==> src/rtl/mptx_pkg.sv <==
package mptx_pkg;
  localparam int unsigned DATA_W  = 8;
  localparam int unsigned FRAME_W = DATA_W + 3;  // start, data, marker, stop
  localparam int unsigned TICKS   = 16;
endpackage

==> src/rtl/mptx_bit_timer.sv <==
module mptx_bit_timer #(
  parameter int unsigned TICKS = 16
) (
  input  logic clk_i,
  input  logic rst_ni,
  input  logic run_i,
  input  logic restart_i,
  input  logic tick_i,
  output logic bit_end_o
);
  localparam int unsigned CW = (TICKS > 2) ? $clog2(TICKS) : 1;
  localparam logic [CW-1:0] LAST = CW'(TICKS - 1);

  logic [CW-1:0] cnt_q;

  always_ff @(posedge clk_i or negedge rst_ni) begin
    if (!rst_ni)                 cnt_q <= '0;
    else if (restart_i)          cnt_q <= '0;
    else if (run_i && tick_i)    cnt_q <= (cnt_q == LAST) ? '0 : cnt_q + 1'b1;
  end

  assign bit_end_o = run_i && tick_i && (cnt_q == LAST);

  a_r4_count_in_range: assert property (@(posedge clk_i) disable iff (!rst_ni)
    cnt_q <= LAST);
endmodule

==> src/rtl/mptx_shifter.sv <==
module mptx_shifter #(
  parameter int unsigned DATA_W = 8
) (
  input  logic              clk_i,
  input  logic              rst_ni,
  input  logic              load_i,
  input  logic [DATA_W-1:0] data_i,
  input  logic              mpb_i,
  input  logic              shift_i,
  output logic              txd_o,
  output logic              last_o
);
  localparam int unsigned FRAME_W = DATA_W + 3;
  localparam int unsigned IW      = $clog2(FRAME_W);

  logic [FRAME_W-1:0] sr_q;
  logic [IW-1:0]      idx_q;

  always_ff @(posedge clk_i or negedge rst_ni) begin
    if (!rst_ni) begin
      sr_q  <= '1;
      idx_q <= '0;
    end else if (load_i) begin
      sr_q  <= {1'b1, mpb_i, data_i, 1'b0};
      idx_q <= '0;
    end else if (shift_i) begin
      sr_q  <= {1'b1, sr_q[FRAME_W-1:1]};
      idx_q <= (idx_q == IW'(FRAME_W - 1)) ? '0 : idx_q + 1'b1;
    end
  end

  assign txd_o  = sr_q[0];
  assign last_o = (idx_q == IW'(FRAME_W - 1));

  a_r2_stop_is_mark: assert property (@(posedge clk_i) disable iff (!rst_ni)
    last_o |-> txd_o);
endmodule

==> src/rtl/mptx_serial_tx.sv <==
module mptx_serial_tx
  import mptx_pkg::*;
(
  input  logic              clk_i,
  input  logic              rst_ni,
  input  logic              tick_i,
  input  logic              wr_i,
  input  logic [DATA_W-1:0] wdata_i,
  input  logic              mpb_i,
  output logic              txd_o,
  output logic              hold_empty_o,
  output logic              line_idle_o,
  output logic              hold_req_o,
  output logic              idle_req_o
);
  logic [DATA_W-1:0] hold_q;
  logic              hold_mpb_q;
  logic              empty_q, idle_q, busy_q, hreq_q, ireq_q;
  logic              bit_end, last_bit, frame_end, load, shift;

  assign frame_end = bit_end && last_bit;
  assign load      = !empty_q && (!busy_q || frame_end);
  assign shift     = bit_end && !load;

  mptx_bit_timer #(.TICKS(TICKS)) i_timer (
    .clk_i     (clk_i),
    .rst_ni    (rst_ni),
    .run_i     (busy_q),
    .restart_i (load),
    .tick_i    (tick_i),
    .bit_end_o (bit_end)
  );

  mptx_shifter #(.DATA_W(DATA_W)) i_shifter (
    .clk_i   (clk_i),
    .rst_ni  (rst_ni),
    .load_i  (load),
    .data_i  (hold_q),
    .mpb_i   (hold_mpb_q),
    .shift_i (shift),
    .txd_o   (txd_o),
    .last_o  (last_bit)
  );

  always_ff @(posedge clk_i or negedge rst_ni) begin
    if (!rst_ni) begin
      hold_q     <= '0;
      hold_mpb_q <= 1'b0;
      empty_q    <= 1'b1;
      idle_q     <= 1'b1;
      busy_q     <= 1'b0;
      hreq_q     <= 1'b0;
      ireq_q     <= 1'b0;
    end else begin
      if (wr_i) begin
        hold_q     <= wdata_i;
        hold_mpb_q <= mpb_i;
      end
      // a write in the transfer cycle refills the register, so it stays full
      empty_q <= wr_i ? 1'b0 : (load ? 1'b1 : empty_q);
      idle_q  <= wr_i ? 1'b0 : ((frame_end && empty_q) ? 1'b1 : idle_q);
      busy_q  <= load ? 1'b1 : (frame_end ? 1'b0 : busy_q);
      hreq_q  <= load;
      ireq_q  <= frame_end && empty_q && !wr_i;
    end
  end

  assign hold_empty_o = empty_q;
  assign line_idle_o  = idle_q;
  assign hold_req_o   = hreq_q;
  assign idle_req_o   = ireq_q;

  a_r5_write_clears_flags: assert property (@(posedge clk_i) disable iff (!rst_ni)
    wr_i |=> !hold_empty_o && !line_idle_o);
  a_r2_start_after_transfer: assert property (@(posedge clk_i) disable iff (!rst_ni)
    hold_req_o |-> !txd_o);
  a_r6_transfer_empties: assert property (@(posedge clk_i) disable iff (!rst_ni)
    load && !wr_i |=> hold_empty_o && hold_req_o);
  a_r4_hold_without_tick: assert property (@(posedge clk_i) disable iff (!rst_ni)
    !tick_i && !load |=> $stable(txd_o));
  a_r9_idle_pulse_mark: assert property (@(posedge clk_i) disable iff (!rst_ni)
    idle_req_o |-> line_idle_o && txd_o);
  a_r9_idle_is_mark: assert property (@(posedge clk_i) disable iff (!rst_ni)
    line_idle_o |-> txd_o);
endmodule

==> config.mk <==
export PLATFORM = sky130hd
export DESIGN_NAME = mptx_serial_tx
export DESIGN_NICKNAME = d
export VERILOG_FILES = /design/src/rtl/mptx_pkg.sv /design/src/rtl/mptx_bit_timer.sv /design/src/rtl/mptx_shifter.sv /design/src/rtl/mptx_serial_tx.sv
export SDC_FILE = /design/constraint.sdc
export NUM_CORES = 1
export LEC_CHECK = 0
export BUFFER_PORTS_ARGS = -buffer_cell sky130_fd_sc_hd__buf_2
export CAP_MARGIN = 40
export CORE_UTILIZATION = 40
export DETAILED_ROUTE_END_ITERATION = 8
export PLACE_DENSITY = 0.59
export SYNTH_ARGS = -nofsm -noshare
export SYNTH_HDL_FRONTEND = slang
export SYNTH_HIERARCHICAL = 1
export SYNTH_SLANG_ARGS = --single-unit
==> constraint.sdc <==
create_clock -name clk_i -period 2.6 [get_ports clk_i]
set_input_delay 0.26 -clock clk_i [delete_from_list [all_inputs] [get_ports clk_i]]
set_output_delay 0.26 -clock clk_i [all_outputs]
set_load 0.02 [all_outputs]
==> results of run 1 <==
-- metrics by stage --
stage | util [%] | instance area [um^2] | hold slack (ps) | setup slack [ps] | total power, uW
2_1_floorplan | - | 1460 | -35.6 | 718 | 903
3_3_place_gp | 46.3 | 1580 | 343 | 687 | 959
3_5_place_dp | 46.3 | 1580 | 337 | 570 | 979
4_1_cts | 48.5 | 1660 | 147 | 518 | 1290
5_1_grt | 48.5 | 1660 | 139 | 316 | 1360
6_report | 48.5 | 1660 | 162 | 519 | 1280
-- power by group through the flow --
stage	Clock, uW	Combinational, uW	Sequential, uW
4_1_cts	321	235	737
5_1_grt	346	265	752
3_5_place_dp	0	234	745
3_3_place_gp	0	218	741
6_report	308	233	737
2_1_floorplan	0	169	733
-- cells in the final DEF, fill, tap and decap left out --
cell	instances
dfrtp_1	20
nand2_1	17
buf_2	17
dfstp_2	12
o21ai_0	12
mux2i_1	9
mux2_4	7
a21oi_1	7
nor2_1	5
clkbuf_4	5
nand3_1	5
inv_1	3
nand2b_1	3
ha_1	3
a21oi_2	2
a31oi_1	2
mux2_2	2
clkbuf_8	2
nand3b_1	2
or3b_1	2
buf_4	2
nor3_1	1
a21boi_1	1
a21o_1	1
dlygate4sd3_1	1
nand2_2	1
and4b_1	1
a21boi_0	1
or3_1	1
xor2_1	1
-- worst max-delay path: cells and delay by family (launching register included) --
family | cells | cell delay, ps
AOI/OAI and AO/OA | 2 | 410
adders and majority gates | 1 | 230
buffers and inverters | 3 | 470
DFF | 1 | 420
muxes | 1 | 210
and+or+nand+nor | 2 | 270
-- registers in the layout, summed over array words and instances, names as in the netlist --
register	count
hold_q	8
line_idle_o	1
idle_req_o	1
hold_req_o	1
hold_mpb_q	1
i_shifter/idx_q	4
i_shifter/sr_q	10
busy_q	1
i_timer/cnt_q	4
hold_empty_o	1
-- area by class of cell --
class | count | area, um^2 | share of cell area [%]
Clock buffer | 7 | 65.1 | 3.92
Inverter | 3 | 11.3 | 0.679
Multi-Input combinational cell | 86 | 598 | 36.1
Sequential cell | 32 | 816 | 49.2
Tap cell | 46 | 57.6 | 3.47
Timing Repair Buffer | 20 | 110 | 6.64
-- layer usage --
| metal | GRT usage [%] | wire length [um] |
|---|---|---|
| met4 | 6.10 | 51 |
| met3 | 5.47 | 74 |
| met1 | 18.3 | 1170 |
| met5 | 0 | 0 |
| met2 | 22.4 | 1090 |
-- worst max-delay path by stage --
stage,from,endpoint,slack (ps),cells past startpoint
floorplan,i_shifter/idx_q[0],i_shifter/idx_q[2],720,10
finish,i_shifter/idx_q[0],i_shifter/sr_q[7],520,9
global placement,i_shifter/idx_q[0],i_shifter/sr_q[7],690,9
CTS,i_shifter/idx_q[0],i_shifter/sr_q[7],520,9
detailed placement,i_shifter/idx_q[0],i_shifter/sr_q[7],570,9
global route,i_shifter/idx_q[0],i_shifter/sr_q[2],320,9
-- logic make-up after synthesis --
| family | count (synthesis) |
|---|---|
| fa+ha+maj | 3 |
| buf+inv | 8 |
| flops | 32 |
| compound gates | 26 |
| xor+xnor | 1 |
| mux | 18 |
| simple gates | 38 |
==> run_results.csv, run 1 <==
group,metric,value,unit
power_and_ir_drop,p_int,927,uW
setup_path,critPathMaxFanout,14,
sta,worst_slew_pin_slew,686,ps
power_and_ir_drop,power_switching,350,uW
power_and_ir_drop,clkPwrFrac,24.1,%
logic_synthesis,synth.most_common_cell,"dfrtp_1",
setup_path,r2r_cells,9,
floorplanning,die_y,62.4,um
cts,ctsHoldBuffers,1,
logic_synthesis,synth_common_cells,"20 x dfrtp_1, 17 x nand2_1, 12 x dfstp_2, 12 x o21ai_0, 9 x mux2i_1",
final_layout,area_growth,13.6,%
global_routing,grt_pass1_wl,4330,um
logic_synthesis,muxShareOfSynthArea,14.9,%
run,drv_cap,0,
setup_path,arrival,2330,ps
drt,drc,0,
logic_synthesis,yosysWarnings,6,
floorplanning,die_area,3890,um^2
logic_synthesis,synth_fa_ha_area_share,2.57,%
sta,period_share,80.0,%
place,post-place-cells,186,
logic_synthesis,synthSimpleGateAreaFrac,12.8,%
drt,viasPerCell,4.90,
global_routing,grt_max_degree,33,
setup_path,r2r_slack,520,ps
sta,max_freq,0.480,GHz
logic_synthesis,synthTopCellsByArea,"dfrtp_1 34%, dfstp_2 22%, mux2_4 7.2%",
drt,ant_nets,0,
final_layout,fin_nets,164,
global_routing,grt_util_all_layers,14.5,%
power_and_ir_drop,sw_frac_of_total,27.4,%
power_and_ir_drop,seqPwrFrac,57.7,%
logic_synthesis,synth_top_family_by_area,"multiplexers",
cts,cts_tree,"done",
logic_synthesis,synthArstFlopShare,100,%
setup_path,cpPeakStageDelay,420,ps
logic_synthesis,synth_edf_count,0,
global_routing,grt_overflow,0,
logic_synthesis,yosysTopAreaCell,"dfrtp_1",
cts,numCtsBuffers,5,
place,hpwl,1680,um
logic_synthesis,ys_seq_elements,32,
setup_path,crit_path_start_kind,"flip-flop",
setup_path,path_cells,"inv_1 > ha_1 > nand3b_1 > inv_1 > nand2b_1 > a21boi_1 > buf_4 > mux2i_1 > o21ai_0",
floorplanning,io-pin-count,18,
drt,post_drt_wl_per_cell,12.3,um
logic_synthesis,syn_area_per_cell,11.6,um^2
setup_path,crit_path_end_kind,"flip-flop",
place,gp_congestion,0.691,
drt,drt_iter0_drc,34,
setup_path,r2r-end,"i_shifter/sr_q[7]",
floorplanning,dieWidth,62.4,um
hold_path,min_path_type,"in -> reg",
hold_path,hp-start,"wdata_i[7]",
hold_path,min_to,"hold_q[7]",
logic_synthesis,synth_xor_area_share,0.600,%
logic_synthesis,syn-instance-count,126,
logic_synthesis,synth_cell_type_count,28,
final_layout,diodes,0,
cts,path_clk_slew,90,ps
sta,rsz0062_at_grt,"no",
sta,drv_slew,0,
logic_synthesis,synth_nets,142,
sta,post-route-min-period,2080,ps
setup_path,r2r_start,"i_shifter/idx_q[0]",
drt,first_pass_iters,4,
global_routing,antenna_found_initial,0,
sta,clock_skew,8.99,ps
sta,timing.final.setup_violations,0,
power_and_ir_drop,ir_drop,0.000437,V
sta,finalSetupTns,0,ps
cts,cts.sink_count,32,
final_layout,stdcell_count,194,
hold_path,hold_depth,2,
run_status,outcome,"complete, no violations",
cts,clock-root-buffer,"clkbuf_4",
floorplanning,start_util,42.7,%
global_routing,first_global_vias,974,
cts,clockBufferDepth,2,
cts,cts_setup_buffers,0,
final_layout,fillerInstances,337,
setup_path,required,2840,ps
cts,cts.repair.resized,0,
logic_synthesis,yosysSeqAreaShare,55.9,%
power_and_ir_drop,powerDensity,771,nW/um^2
power_and_ir_drop,power.leakage,0.000716,uW
logic_synthesis,synthFlopType,"dfrtp_1",
drt,num_vias,951,
setup_path,cpMostUsedCell,"inv_1",
logic_synthesis,synth_compound_area_share,9.86,%
sta,hold_violations,0,
setup_path,slowest_stage,"dfrtp_1",
drt,wl,2380,um
cts,htree_levels,2,
floorplanning,core-area,3420,um^2
setup_path,criticalPathCategory,"reg -> reg",
place,port_buffers,17,
final_layout,final_layout_size_suffix_gt1_share,33.8,%
logic_synthesis,syn_area,1460,um^2
logic_synthesis,synth_top_cell_area_share,34.3,%
floorplanning,fp-row-count,21,
cts,clk_latency,320,ps
power_and_ir_drop,combPwrFrac,18.2,%
sta,slew_headroom,54.3,%
Power figures use the tool's default switching activity.
==> inputs of run 2 (changes only) <==
Clock period 2.6 ns to 2.05 ns, I/O delays scaled along.
==> run_results.csv, run 2 (same netlist as run 1, synthesis figures left out) <==
group,metric,value,unit
global_routing,grt_pass1_wl,4250,um
cts,numCtsBuffers,5,
cts,htree_levels,2,
power_and_ir_drop,ir_drop,0.000412,V
final_layout,final_layout_size_suffix_gt1_share,37.3,%
sta,max_freq,0.513,GHz
setup_path,r2r_cells,9,
cts,path_clk_slew,100,ps
setup_path,crit_path_start_kind,"flip-flop",
power_and_ir_drop,powerDensity,937,nW/um^2
place,gp_congestion,0.721,
final_layout,area_growth,17.7,%
drt,first_pass_iters,4,
power_and_ir_drop,power.leakage,0.000740,uW
floorplanning,io-pin-count,18,
hold_path,min_path_type,"in -> reg",
cts,cts_tree,"done",
place,port_buffers,17,
final_layout,most-common-layout-cells,"20 x dfrtp_1, 18 x buf_2, 17 x nand2_1, 12 x dfstp_2, 12 x o21ai_0",
global_routing,first_global_vias,979,
final_layout,top_regs,"i_shifter/sr_q: 10 flops, hold_q: 8 flops",
global_routing,antenna_found_initial,0,
cts,clock-root-buffer,"clkbuf_4",
drt,drt_iter0_drc,29,
global_routing,grt_util_all_layers,14.5,%
final_layout,diodes,0,
sta,drv_slew,0,
global_routing,grt_overflow,0,
setup_path,required,2330,ps
run,drv_cap,0,
final_layout,fin_util,50.3,%
final_layout,stdcell_count,199,
run_status,outcome,"complete, no violations",
setup_path,criticalPathCategory,"reg -> reg",
drt,post_drt_wl_per_cell,12.5,um
sta,slew_headroom,53.9,%
final_layout,largest_reg_flops,10,
floorplanning,dieWidth,62.4,um
sta,timing.final.setup_violations,0,
floorplanning,core-area,3420,um^2
final_layout,layout_commonest_cell,"dfrtp_1",
sta,finalSetupTns,0,ps
floorplanning,die_y,62.4,um
sta,whs,93.5,ps
drt,wl,2480,um
floorplanning,start_util,42.7,%
place,hpwl,1640,um
cts,clk_latency,340,ps
drt,drc,0,
drt,num_vias,996,
sta,clock_skew,15.0,ps
floorplanning,die_area,3890,um^2
floorplanning,fp-row-count,21,
sta,post-route-min-period,1950,ps
setup_path,arrival,2230,ps
power_and_ir_drop,finalPower,1610,uW
setup_path,critPathMaxFanout,5,
sta,worst_slew_pin_slew,692,ps
drt,ant_nets,0,
hold_path,hold_depth,2,
place,post-place-cells,187,
final_layout,fin_nets,168,
sta,hold_violations,0,
sta,period_share,95.2,%
cts,cts.sink_count,32,
cts,clockBufferDepth,2,
drt,viasPerCell,5.01,
final_layout,largest_register,"i_shifter/sr_q",
global_routing,grt_max_degree,33,
setup_path,crit_path_end_kind,"flip-flop",
run 2: cell types whose count changed in the layout (fill, tap and decap cells not counted), sizes merged:
| cell | delta |
|---|---|
| clkinv | +2 |
| clkbuf | -1 |
| buf | +4 |
run 2: layout make-up:
class / count / area [um^2]
Clock inverter: 2 / 10.0
Timing Repair Buffer: 24 / 154
Clock buffer: 6 / 51.3
Inverter: 3 / 11.3
Fill cell: 325 / 1700
Multi-Input combinational cell: 86 / 617
Sequential cell: 32 / 816
Tap cell: 46 / 57.6
run 2: worst paths after layout:
path / from / to / slack, ps
setup / recovery: i_shifter/idx_q[0] / i_shifter/idx_q[2] / 100
hold / removal: mpb_i / hold_mpb_q / 90
setup reg to reg: i_shifter/idx_q[0] / i_shifter/idx_q[2] / 100
hold reg to reg: hold_q[6] / i_shifter/sr_q[7] / 500
max in group asynchronous: rst_ni / i_shifter/idx_q[3] / 1150
min in group asynchronous: rst_ni / hold_q[7] / 440
run 2: repair_timing:
item,in CTS,in global routing
gates cloned,0,1
hold endpoints to repair,20,0
buffers inserted,0,2
pin swaps,0,1
resized for setup,2,3
setup endpoints to repair,3,8
hold buffers,1,0
run 2: routing by layer:
metal,global-route usage (%),wire length [um],part of all wire [%]
met5,0,0,0
met4,8.72,66,2.7
met3,5.47,107,4.3
met2,22.0,1130,45
met1,17.6,1180,48
run 2: per-stage QoR:
step / instance area, um^2 / setup WS (ps)
after floorplan: 1460 / 168
after global placement: 1600 / 150
after detailed placement: 1600 / 3.14
after CTS: 1680 / 88.0
after global routing: 1720 / -28.6
final: 1720 / 99.0
run 2: worst max-delay path, stage by stage, from the launching register on:
cell and delay, ps:
dfrtp_1 410, inv_1 80, ha_1 220, nand3b_1 170, inv_2 60, nand2b_1 180, a21boi_4 210, nand2_2 80
or3b_1 360, a21oi_2 110
run 2: report_power, final:
| part | total [uW] | switching, uW | internal [uW] |
|---|---|---|---|
| registers | 935 | 102 | 833 |
| clock network | 373 | 210 | 163 |
| logic | 301 | 142 | 159 |
| total | 1610 | 454 | 1150 |
==> inputs of run 3 (changes only) <==
Settings changed: CORE_UTILIZATION 40 to 52, PLACE_DENSITY 0.59 to 0.73.
==> run_results.csv, run 3 (same netlist as run 1, synthesis figures left out) <==
group,metric,value,unit
run_status,outcome,"complete, no violations",
drt,drc,0,
global_routing,grt_pass1_wl,4400,um
cts,clockBufferDepth,2,
power_and_ir_drop,powerDensity,994,nW/um^2
hold_path,min_path_type,"in -> reg",
floorplanning,fp-row-count,18,
cts,numCtsBuffers,5,
sta,drv_slew,0,
setup_path,cp-endpoint,"i_shifter/idx_q[2]",
floorplanning,start_util,56.8,%
drt,drt_iter0_drc,13,
drt,ant_nets,0,
final_layout,fin_nets,170,
sta,timing.final.setup_violations,0,
sta,post-route-min-period,1960,ps
setup_path,criticalPathCategory,"reg -> reg",
place,post-place-cells,172,
sta,clock_skew,12.7,ps
floorplanning,die_y,55.0,um
power_and_ir_drop,sw_frac_of_total,28.0,%
final_layout,stdcell_count,185,
hold_path,hp-start,"mpb_i",
cts,clock-root-buffer,"clkbuf_4",
setup_path,crit_path_start_kind,"flip-flop",
final_layout,most-common-layout-cells,"20 x dfrtp_1, 18 x buf_2, 17 x nand2_1, 12 x dfstp_2, 12 x o21ai_0",
sta,max_freq,0.510,GHz
setup_path,arrival,2230,ps
power_and_ir_drop,power_switching,472,uW
hold_path,hold_depth,2,
place,hpwl,1740,um
global_routing,first_global_vias,1035,
sta,whs,94.8,ps
place,gp_congestion,0.802,
place,dp_slack,-26.6,ps
cts,cts.sink_count,32,
final_layout,fin_util,66.2,%
sta,period_share,95.7,%
drt,wl,2620,um
drt,viasPerCell,5.49,
setup_path,r2r-end,"i_shifter/idx_q[2]",
setup_path,r2r_slack,90,ps
power_and_ir_drop,combPwrFrac,20.3,%
power_and_ir_drop,power.leakage,0.000751,uW
sta,worst_slew_pin_slew,682,ps
power_and_ir_drop,clkPwrFrac,24.0,%
cts,cts_tree,"done",
cts,clk_latency,330,ps
cts,path_clk_slew,100,ps
final_layout,layout_commonest_cell,"dfrtp_1",
drt,post_drt_wl_per_cell,14.1,um
final_layout,top_regs,"i_shifter/sr_q: 10 flops, hold_q: 8 flops",
power_and_ir_drop,ir_drop,0.000705,V
floorplanning,io-pin-count,18,
floorplanning,dieWidth,55.0,um
final_layout,largest_reg_flops,10,
final_layout,area_growth,16.5,%
setup_path,required,2310,ps
run,drv_cap,0,
final_layout,final_layout_size_suffix_gt1_share,36.8,%
sta,slew_headroom,54.5,%
sta,fin_ws,87.8,ps
power_and_ir_drop,seqPwrFrac,55.6,%
setup_path,critPathMaxFanout,5,
global_routing,grt_util_all_layers,21.8,%
setup_path,crit_path_end_kind,"flip-flop",
global_routing,grt_overflow,0,
setup_path,r2r_cells,9,
setup_path,startpoint,"i_shifter/idx_q[0]",
setup_path,r2r_start,"i_shifter/idx_q[0]",
floorplanning,core-area,2570,um^2
global_routing,antenna_found_initial,0,
power_and_ir_drop,p_int,1220,uW
sta,hold_violations,0,
global_routing,grt_max_degree,33,
cts,htree_levels,2,
final_layout,fillerInstances,208,
final_layout,diodes,0,
place,port_buffers,17,
final_layout,largest_register,"i_shifter/sr_q",
drt,first_pass_iters,4,
floorplanning,die_area,3020,um^2
drt,num_vias,1016,
-- run 3: area by class of cell --
class	count	area [um^2]	share of cell area [%]
tap	30	37.5	2.21
multi-input combinational	86	609	35.9
sequential	32	816	48.0
clock buffer	8	68.8	4.05
timing repair buffer	26	156	9.20
inverter	3	11.3	0.663
-- run 3: routing by layer --
metal / GRT usage [%] / up-vias / routed length, um
li1: - / 490 / -
met1: 25.0 / 497 / 1210
met2: 35.1 / 21 / 1250
met3: 8.20 / 8 / 96
met4: 11.7 / 0 / 63
met5: 0 / - / 0
-- run 3: power by group through the flow --
stage / Sequential [uW] / Clock, uW / Combinational [uW]
floorplan: 930 / 0 / 215
global placement: 940 / 0 / 277
detailed placement: 947 / 0 / 300
CTS: 936 / 423 / 305
global route: 960 / 447 / 391
finish: 939 / 406 / 343
-- run 3: critical path: stages (launching register included) --
cell,delay (ps)
dfrtp_1,420
inv_1,80
ha_1,230
nand3b_1,140
inv_1,80
nand2b_1,180
a21boi_4,210
nand2_2,80
or3b_1,360
a21oi_2,120
-- run 3: what timing repair did --
item | CTS | global route
endpoints found under the setup margin | 5 | 11
pin swaps | 0 | 1
hold endpoints to repair | 20 | 0
setup buffers | 0 | 3
gates cloned | 0 | 1
hold buffers | 1 | 0
resized for setup | 2 | 2
-- run 3: through the flow --
step,TNS (ps),power [uW],instance area (um^2)
after floorplan,0,1150,1460
after global placement,0,1220,1570
after detailed placement,-30.2,1250,1570
after CTS,0,1660,1660
after global routing,-220,1800,1700
final,0,1690,1700
-- run 3: how the worst min path moves through the flow --
stage	end	slack, ps
after global placement	i_timer/cnt_q[3]	280
after floorplan	busy_q	-90
after global routing	hold_q[5]	80
after CTS	hold_mpb_q	80
after detailed placement	i_timer/cnt_q[1]	280
final	hold_mpb_q	90
